**config.mk**
```make
export PLATFORM = sky130hd
export DESIGN_NAME = can_frame_tx
export DESIGN_NICKNAME = d
export VERILOG_FILES = /design/src/rtl/can_tx_pkg.sv /design/src/rtl/can_tx_crc.sv /design/src/rtl/can_tx_req_hold.sv /design/src/rtl/can_tx_mon.sv /design/src/rtl/can_tx_seq.sv /design/src/rtl/can_frame_tx.sv
export SDC_FILE = /design/constraint.sdc
export NUM_CORES = 1
export LEC_CHECK = 0
export BUFFER_PORTS_ARGS = -buffer_cell sky130_fd_sc_hd__buf_2
export CELL_PAD_IN_SITES_DETAIL_PLACEMENT = 0
export CELL_PAD_IN_SITES_GLOBAL_PLACEMENT = 2
export CORE_MARGIN = 2
export CORE_UTILIZATION = 36
export DETAILED_ROUTE_END_ITERATION = 8
export MAX_ROUTING_LAYER = met4
export PLACE_DENSITY_LB_ADDON = 0.12
export SLEW_MARGIN = 30
export SYNTH_ARGS = -nofsm -noshare
export SYNTH_HDL_FRONTEND = slang
export SYNTH_SLANG_ARGS = --single-unit
```
**constraint.sdc**
```tcl
create_clock -name clk -period 4.7 [get_ports clk]
set_clock_uncertainty 0.15 [all_clocks]
set_input_delay 0.235 -clock clk [delete_from_list [all_inputs] [get_ports clk]]
set_output_delay 0.235 -clock clk [all_outputs]
set_load 0.03 [all_outputs]
```
**src/rtl/can_tx_pkg.sv**
```systemverilog
package can_tx_pkg;
  localparam int CRC_W = 15;
  localparam logic [CRC_W-1:0] CRC_POLY = 15'h4599;

  typedef enum logic [3:0] {
    F_IDLE, F_SOF, F_ID, F_RTR, F_CTRL, F_DATA,
    F_CRC, F_CRCDEL, F_ACK, F_ACKDEL, F_EOF
  } fld_e;

  typedef enum logic [1:0] {
    TX_OK       = 2'd0,
    TX_ARB_LOST = 2'd1,
    TX_BIT_ERR  = 2'd2,
    TX_ACK_ERR  = 2'd3
  } txst_e;

  function automatic logic [CRC_W-1:0] crc_next(input logic [CRC_W-1:0] c, input logic b);
    logic fb;
    fb = c[CRC_W-1] ^ b;
    crc_next = {c[CRC_W-2:0], 1'b0} ^ (fb ? CRC_POLY : '0);
  endfunction
endpackage

```
**src/rtl/can_tx_crc.sv**
```systemverilog
module can_tx_crc
  import can_tx_pkg::*;
(
  input  logic clk,
  input  logic rst_n,
  input  logic clr,
  input  logic feed_en,
  input  logic feed_bit,
  input  logic shift_en,
  output logic msb
);
  logic [CRC_W-1:0] crc_q;

  always_ff @(posedge clk) begin
    if (!rst_n)        crc_q <= '0;
    else if (clr)      crc_q <= '0;
    else if (feed_en)  crc_q <= crc_next(crc_q, feed_bit);
    else if (shift_en) crc_q <= {crc_q[CRC_W-2:0], 1'b0};
  end

  assign msb = crc_q[CRC_W-1];

  AST_CRC_FEED_XOR_SHIFT: assert property (@(posedge clk) disable iff (!rst_n) feed_en |-> !shift_en and !clr);
endmodule

```
**src/rtl/can_tx_req_hold.sv**
```systemverilog
module can_tx_req_hold #(
  parameter int ID_W      = 11,
  parameter int DLC_W     = 4,
  parameter int DATA_W    = 64,
  parameter int MAX_BYTES = 8,
  localparam int NB_W     = $clog2(MAX_BYTES + 1)
) (
  input  logic              clk,
  input  logic              rst_n,
  input  logic              req_valid,
  output logic              req_ready,
  input  logic [ID_W-1:0]   req_id,
  input  logic              req_rtr,
  input  logic [DLC_W-1:0]  req_dlc,
  input  logic [DATA_W-1:0] req_data,
  input  logic              success,
  output logic              pending,
  output logic [ID_W-1:0]   h_id,
  output logic              h_rtr,
  output logic [DLC_W-1:0]  h_dlc,
  output logic [DATA_W-1:0] h_data,
  output logic [NB_W-1:0]   h_nbytes
);
  localparam logic [DLC_W-1:0] MAXB = DLC_W'(MAX_BYTES);
  logic accept;

  assign req_ready = !pending;
  assign accept    = req_valid && !pending;

  always_ff @(posedge clk) begin
    if (!rst_n) begin
      pending <= 1'b0;
      h_id    <= '0;
      h_rtr   <= 1'b0;
      h_dlc   <= '0;
      h_data  <= '0;
    end else begin
      if (accept) begin
        pending <= 1'b1;
        h_id    <= req_id;
        h_rtr   <= req_rtr;
        h_dlc   <= req_dlc;
        h_data  <= req_data;
      end else if (success) begin
        pending <= 1'b0;
      end
    end
  end

  always_comb begin
    if (h_rtr)             h_nbytes = '0;
    else if (h_dlc > MAXB) h_nbytes = NB_W'(MAX_BYTES);
    else                   h_nbytes = NB_W'(h_dlc);
  end

  AST_DROP_ONLY_ON_SUCCESS: assert property (@(posedge clk) disable iff (!rst_n) $fell(pending) |-> $past(success));
  AST_HELD_FRAME_STABLE: assert property (@(posedge clk) disable iff (!rst_n) pending && !success |=> $stable(h_id) && $stable(h_data));
endmodule

```
**src/rtl/can_tx_mon.sv**
```systemverilog
module can_tx_mon
  import can_tx_pkg::*;
(
  input  logic  tick,
  input  fld_e  field,
  input  logic  tx_bit,
  input  logic  bus_bit,
  output logic  fail,
  output txst_e fail_status
);
  always_comb begin
    fail        = 1'b0;
    fail_status = TX_OK;
    if (tick) begin
      case (field)
        F_IDLE: ;
        F_ID, F_RTR: begin
          if (tx_bit && !bus_bit) begin
            fail        = 1'b1;
            fail_status = TX_ARB_LOST;
          end else if (!tx_bit && bus_bit) begin
            fail        = 1'b1;
            fail_status = TX_BIT_ERR;
          end
        end
        F_ACK: begin
          if (bus_bit) begin
            fail        = 1'b1;
            fail_status = TX_ACK_ERR;
          end
        end
        default: begin
          if (tx_bit != bus_bit) begin
            fail        = 1'b1;
            fail_status = TX_BIT_ERR;
          end
        end
      endcase
    end
  end
endmodule

```
**src/rtl/can_tx_seq.sv**
```systemverilog
module can_tx_seq
  import can_tx_pkg::*;
#(
  parameter int ID_W      = 11,
  parameter int DLC_W     = 4,
  parameter int DATA_W    = 64,
  parameter int MAX_BYTES = 8,
  parameter int EOF_LEN   = 7,
  localparam int NB_W     = $clog2(MAX_BYTES + 1),
  localparam int SR_W     = ID_W + 1 + 2 + DLC_W + DATA_W,
  localparam int CNT_W    = $clog2(DATA_W + CRC_W + ID_W + EOF_LEN + 1)
) (
  input  logic              clk,
  input  logic              rst_n,
  input  logic              tick,
  input  logic              start_ok,
  input  logic [ID_W-1:0]   h_id,
  input  logic              h_rtr,
  input  logic [DLC_W-1:0]  h_dlc,
  input  logic [DATA_W-1:0] h_data,
  input  logic [NB_W-1:0]   h_nbytes,
  input  logic              fail,
  input  txst_e             fail_status,
  input  logic              crc_msb,
  output fld_e              field,
  output logic              busy,
  output logic              tx_bit,
  output logic              stuffable,
  output logic              crc_clr,
  output logic              crc_feed,
  output logic              crc_shift,
  output logic              done_valid,
  output txst_e             done_status
);
  logic [SR_W-1:0]  sr;
  logic [CNT_W-1:0] cnt;
  logic [CNT_W-1:0] data_bits;
  logic             step;
  logic             start;

  assign data_bits = CNT_W'(h_nbytes) << 3;
  assign step      = tick && !fail;
  assign start     = tick && (field == F_IDLE) && start_ok && !done_valid;
  assign busy      = (field != F_IDLE);

  always_comb begin
    case (field)
      F_SOF:                     tx_bit = 1'b0;
      F_ID, F_RTR, F_CTRL, F_DATA: tx_bit = sr[SR_W-1];
      F_CRC:                     tx_bit = crc_msb;
      default:                   tx_bit = 1'b1;
    endcase
  end

  always_comb begin
    case (field)
      F_SOF, F_ID, F_RTR, F_CTRL, F_DATA, F_CRC: stuffable = 1'b1;
      default:                                   stuffable = 1'b0;
    endcase
  end

  assign crc_clr   = start;
  assign crc_feed  = step && (field inside {F_SOF, F_ID, F_RTR, F_CTRL, F_DATA});
  assign crc_shift = step && (field == F_CRC);

  always_ff @(posedge clk) begin
    if (!rst_n) begin
      field       <= F_IDLE;
      sr          <= '0;
      cnt         <= '0;
      done_valid  <= 1'b0;
      done_status <= TX_OK;
    end else begin
      done_valid <= 1'b0;
      if (tick && fail) begin
        field       <= F_IDLE;
        done_valid  <= 1'b1;
        done_status <= fail_status;
      end else if (start) begin
        field <= F_SOF;
        sr    <= {h_id, h_rtr, 2'b00, h_dlc, h_data};
      end else if (step) begin
        case (field)
          F_SOF: begin
            field <= F_ID;
            cnt   <= CNT_W'(ID_W - 1);
          end
          F_ID: begin
            sr <= sr << 1;
            if (cnt == '0) field <= F_RTR;
            else           cnt   <= cnt - 1'b1;
          end
          F_RTR: begin
            sr    <= sr << 1;
            field <= F_CTRL;
            cnt   <= CNT_W'(2 + DLC_W - 1);
          end
          F_CTRL: begin
            sr <= sr << 1;
            if (cnt == '0) begin
              if (h_nbytes == '0) begin
                field <= F_CRC;
                cnt   <= CNT_W'(CRC_W - 1);
              end else begin
                field <= F_DATA;
                cnt   <= data_bits - CNT_W'(1);
              end
            end else cnt <= cnt - 1'b1;
          end
          F_DATA: begin
            sr <= sr << 1;
            if (cnt == '0) begin
              field <= F_CRC;
              cnt   <= CNT_W'(CRC_W - 1);
            end else cnt <= cnt - 1'b1;
          end
          F_CRC: begin
            if (cnt == '0) field <= F_CRCDEL;
            else           cnt   <= cnt - 1'b1;
          end
          F_CRCDEL: field <= F_ACK;
          F_ACK:    field <= F_ACKDEL;
          F_ACKDEL: begin
            field <= F_EOF;
            cnt   <= CNT_W'(EOF_LEN - 1);
          end
          F_EOF: begin
            if (cnt == '0) begin
              field       <= F_IDLE;
              done_valid  <= 1'b1;
              done_status <= TX_OK;
            end else cnt <= cnt - 1'b1;
          end
          default: ;
        endcase
      end
    end
  end

  AST_ATTEMPT_OPENS_DOMINANT: assert property (@(posedge clk) disable iff (!rst_n) $rose(busy) |-> !tx_bit);
  AST_STUFF_WINDOW_OPENS_ON_SOF: assert property (@(posedge clk) disable iff (!rst_n) $rose(stuffable) |-> !tx_bit && busy);
  AST_ARB_LOSS_IN_ARB_FIELD: assert property (@(posedge clk) disable iff (!rst_n) done_valid && done_status == TX_ARB_LOST |-> $past(field) inside {F_ID, F_RTR});
  AST_ACK_ERR_IN_SLOT: assert property (@(posedge clk) disable iff (!rst_n) done_valid && done_status == TX_ACK_ERR |-> $past(field) == F_ACK);
  AST_OK_AFTER_EOF: assert property (@(posedge clk) disable iff (!rst_n) done_valid && done_status == TX_OK |-> $past(field) == F_EOF && !busy);
  AST_SILENT_AFTER_DONE: assert property (@(posedge clk) disable iff (!rst_n) done_valid |-> tx_bit && !stuffable);
endmodule

```
**src/rtl/can_frame_tx.sv**
```systemverilog
module can_frame_tx
  import can_tx_pkg::*;
#(
  parameter int ID_W      = 11,
  parameter int DLC_W     = 4,
  parameter int MAX_BYTES = 8,
  parameter int EOF_LEN   = 7,
  localparam int DATA_W   = MAX_BYTES * 8,
  localparam int NB_W     = $clog2(MAX_BYTES + 1)
) (
  input  logic              clk,
  input  logic              rst_n,
  input  logic              req_valid,
  output logic              req_ready,
  input  logic [ID_W-1:0]   req_id,
  input  logic              req_rtr,
  input  logic [DLC_W-1:0]  req_dlc,
  input  logic [DATA_W-1:0] req_data,
  input  logic              bit_tick,
  input  logic              bus_bit,
  input  logic              bus_idle,
  output logic              tx_bit,
  output logic              tx_stuffable,
  output logic              tx_busy,
  output logic              done_valid,
  output logic [1:0]        done_status
);
  logic              pending;
  logic [ID_W-1:0]   h_id;
  logic              h_rtr;
  logic [DLC_W-1:0]  h_dlc;
  logic [DATA_W-1:0] h_data;
  logic [NB_W-1:0]   h_nbytes;
  logic              success;
  logic              fail;
  txst_e             fail_status;
  txst_e             st;
  fld_e              field;
  logic              crc_clr, crc_feed, crc_shift, crc_msb;

  assign success     = done_valid && (st == TX_OK);
  assign done_status = st;

  can_tx_req_hold #(.ID_W(ID_W), .DLC_W(DLC_W), .DATA_W(DATA_W), .MAX_BYTES(MAX_BYTES)) hold_i (
    .clk(clk), .rst_n(rst_n), .req_valid(req_valid), .req_ready(req_ready),
    .req_id(req_id), .req_rtr(req_rtr), .req_dlc(req_dlc), .req_data(req_data),
    .success(success), .pending(pending), .h_id(h_id), .h_rtr(h_rtr),
    .h_dlc(h_dlc), .h_data(h_data), .h_nbytes(h_nbytes)
  );

  can_tx_mon mon_i (
    .tick(bit_tick), .field(field), .tx_bit(tx_bit), .bus_bit(bus_bit),
    .fail(fail), .fail_status(fail_status)
  );

  can_tx_crc crc_i (
    .clk(clk), .rst_n(rst_n), .clr(crc_clr), .feed_en(crc_feed),
    .feed_bit(tx_bit), .shift_en(crc_shift), .msb(crc_msb)
  );

  can_tx_seq #(.ID_W(ID_W), .DLC_W(DLC_W), .DATA_W(DATA_W), .MAX_BYTES(MAX_BYTES), .EOF_LEN(EOF_LEN)) seq_i (
    .clk(clk), .rst_n(rst_n), .tick(bit_tick), .start_ok(pending && bus_idle),
    .h_id(h_id), .h_rtr(h_rtr), .h_dlc(h_dlc), .h_data(h_data), .h_nbytes(h_nbytes),
    .fail(fail), .fail_status(fail_status), .crc_msb(crc_msb),
    .field(field), .busy(tx_busy), .tx_bit(tx_bit), .stuffable(tx_stuffable),
    .crc_clr(crc_clr), .crc_feed(crc_feed), .crc_shift(crc_shift),
    .done_valid(done_valid), .done_status(st)
  );

  AST_NO_START_WITHOUT_FRAME: assert property (@(posedge clk) disable iff (!rst_n) $rose(tx_busy) |-> $past(pending) && $past(bus_idle));
endmodule

```
==> metrics.txt <==
CP endpoint kind=flip-flop; Sequential cell area=3844 um^2; Core Footprint=23260 um^2; all-layer global routing usage=16.95%; row cnt=56; routed len/inst=13.82 um; drt total wl=19830 um; Crit Path Class=reg2reg; initial core utilization=36.31%; Hold Vio Cnt, Final=0; Clock power frac=38.2%; Cell Area, Synth=8446 um^2; RSZ-0062 raised after global routing=no; die area=24700 um^2; CTS Buffer Depth=2; vias in the first global route=6464; NumNets Final=1194; crit-path max FO=72; Peak supply drop=0.1538 mV; outcome=finished clean; total power=3665 uW; Final HPWL DP=12140 um; Post-Syn Nets=1071; worst min path class=in2reg; clk_lat worst skew=0.43 ns; Power Density=351.3 nW/um^2; Seq/Total Area, Yosys=45.51%; CTS root buf=clkbuf_16; Switch Pwr=1012 uW; post-route cell area=10430 um^2; initial antenna violation count=1; setup ws final=1.190 ns; Final TNS setup=0 ns; Flop pwr share=48.7%; Placer Congestion=0.7899; Post-CTS Setup Bufs=0; synth-to-layout area growth=23.54%; Via density=4.847; Worst Setup Start Kind=flip-flop; DR DRC count=0; Fmax achieved=284.9 MHz; CTS Sinks=192; # Max-Cap Violations=0; Port-buffer cells=92; Syn Inst Count=979; Yosys cell types=62; Slew headroom=40.36%; Logic pwr share=13.2%; minimum period implied by the final worst setup slack=3.510 ns; DP Area=9066 um^2; fillcell total=2379; Multi-input gate area=4192 um^2; clock slew at reported path FFs=0.08 ns; Slew @ Worst Pin=0.8945 ns; ANT nets after route=0; count of flip-flops with a built-in enable after synthesis=0; register bit count reported by yosys=192; drt first pass iters=5; Leak=0.003619 uW; CTS tree=built; fraction of layout cells with a size suffix above 1=15.44%; H-tree depth=4; Die H=157.2 um; hold buffers post-CTS=80; DR vias=6950; endpoints failing setup=0; io pins=93; Int Pwr=2653 uW; Main synth FF type=dfxtp_1; Tcrit/Tclk final=74.68%; dpl ws=1.221 ns; Syn. warnings=0; pin count of the biggest net entering global routing=139; Die X=157.2 um; Async S/R FF share, synth=0%; global route total overflow=0; fin cells=1434; violation count after the first detailed-routing iteration=298; Worst Path Arrival=3.68 ns; Placed Cells=1322; final number of max-transition violations=0; worst endpoint required time=4.87 ns; Sw Share=27.61%; cts repair resizes=0; syn avg cell area=8.627 um^2; CTS buffer count=17; global-route wire length before repair=32980 um
## power by group through the flow
stage                     sequential [uW]  combinational (uW)  clock (uW)
final                                1780                 482        1400
after global routing                 1800                 545        1510
after CTS                            1780                 491        1440
after detailed placement             1820                 439           0
after global placement               1820                 436           0
after floorplan                      1800                 334           0
## metal layers
| layer | global-route usage (%) | up-vias | part of all wire (%) |
|---|---|---|---|
| met5 | - | - | 0 |
| met3 | 2.863 | 13 | 2.9 |
| met1 | 22.83 | 3184 | 51 |
| met4 | 4.459 | 0 | 0.92 |
| li1 | - | 3657 | - |
| met2 | 26.45 | 96 | 46 |
## registers in the layout, indices dropped and copies added (netlist names)
signal / count
hold_i.h_id: 11
seq_i.done_status: 2
hold_i.h_data: 64
crc_i.crc_q: 15
seq_i.done_valid: 1
hold_i.h_dlc: 4
hold_i.h_rtr: 1
seq_i.cnt: 7
hold_i.pending: 1
seq_i.field: 4
seq_i.sr: 82
## metrics by stage
step / util (%) / hold WS [ns]
after global placement: 38.96 / 0.2954
final: 44.85 / 0.08903
after detailed placement: 38.97 / 0.2980
after CTS: 44.84 / 0.06900
after floorplan: - / 0.2210
after global routing: 44.85 / 0.1044
## logic make-up (layout without fill, tap and decap cells)
kind of cell / after synthesis / in the layout / share of synthesized area (%)
flip-flops: 192 / 192 / 45.51
AO/OA/AOI/OAI: 243 / 243 / 19.53
AND/OR/NAND/NOR: 354 / 354 / 18.13
adder cells (fa/ha/maj): 6 / 6 / 0.8889
multiplexers: 80 / 80 / 9.482
buffers and inverters: 92 / 227 / 5.215
other: 0 / 1 / 0
XOR/XNOR: 12 / 12 / 1.245
## area by class of cell
cell class / count / area share, %
Multi-Input combinational cell: 695 / 40.17
Sequential cell: 192 / 36.84
Timing Repair Buffer: 185 / 13.26
Clock buffer: 18 / 4.209
Tap cell: 319 / 3.825
Clock inverter: 13 / 1.199
Inverter: 11 / 0.4677
Antenna cell: 1 / 0.02398
## cell usage in the layout (no fill, tap or decap), drive strengths merged, types with 3 or more instances in the layout
master,count
dfxtp,192
nand2,191
a21oi,106
buf,105
nor2,104
a211oi,87
mux2i,80
dlygate4sd3,80
o21ai,20
clkbuf,18
inv,18
xnor2,9
nand2b,9
nor3,9
nor4,7
nand3,6
ha,6
clkinvlp,4
nor3b,4
a311oi,3
or2,3
or4,3
a22oi,3
xor2,3
or3b,3
o21a,3
## worst paths after layout
kind | cells past startpoint | slack, ns | endpoint | from
hold reg to reg | 2 | 0.30 | crc_i.crc_q[1]$_SDFFE_PP0P_ | crc_i.crc_q[0]$_SDFFE_PP0P_
setup reg to reg | 11 | 1.19 | seq_i.sr[17]$_SDFFE_PN0P_ | seq_i.field[0]$_SDFFE_PP0P_
hold / removal | 3 | 0.09 | seq_i.done_valid$_SDFF_PN0_ | bit_tick
setup / recovery | 11 | 1.19 | seq_i.sr[17]$_SDFFE_PN0P_ | seq_i.field[0]$_SDFFE_PP0P_
## Yosys cell counts (2+ instances only)
cell type,n,share of area (%)
a22oi_1,3,0.27
dfxtp_1,192,46
clkbuf_1,54,2.4
nor4_1,7,0.52
nor3_1,7,0.41
or4b_1,2,0.24
ha_1,6,0.89
nand3b_1,2,0.18
nor3_4,2,0.39
buf_1,2,0.089
buf_6,9,1.2
a211oi_1,68,6.0
nor2_1,104,4.6
o21ai_0,19,1.1
and3b_1,2,0.21
mux2i_1,80,9.5
a32oi_1,2,0.21
xnor2_1,9,0.93
nor2b_1,2,0.15
a32o_1,2,0.24
or3b_2,2,0.21
buf_2,13,0.77
nor3b_1,3,0.27
o21a_1,3,0.27
or2_2,3,0.22
inv_1,10,0.44
a311oi_1,3,0.31
nand2_1,191,8.5
xor2_1,3,0.31
nand3_1,6,0.36
buf_4,3,0.27
nand2b_1,9,0.67
o22ai_1,2,0.15
or4_1,3,0.27
a21oi_1,106,6.3
a211oi_2,19,2.8
## critical path: stages (launching register included)
cell	delay, ns
dfxtp_1	0.32
buf_4	0.21
and2b_1	0.32
a311oi_1	0.11
or2_2	0.30
ha_1	0.35
o31a_1	0.19
or3b_4	0.16
o21a_4	0.61
buf_4	0.34
nor2_1	0.07
a211oi_1	0.24
Note: power is estimated with default switching activity, not from simulation.
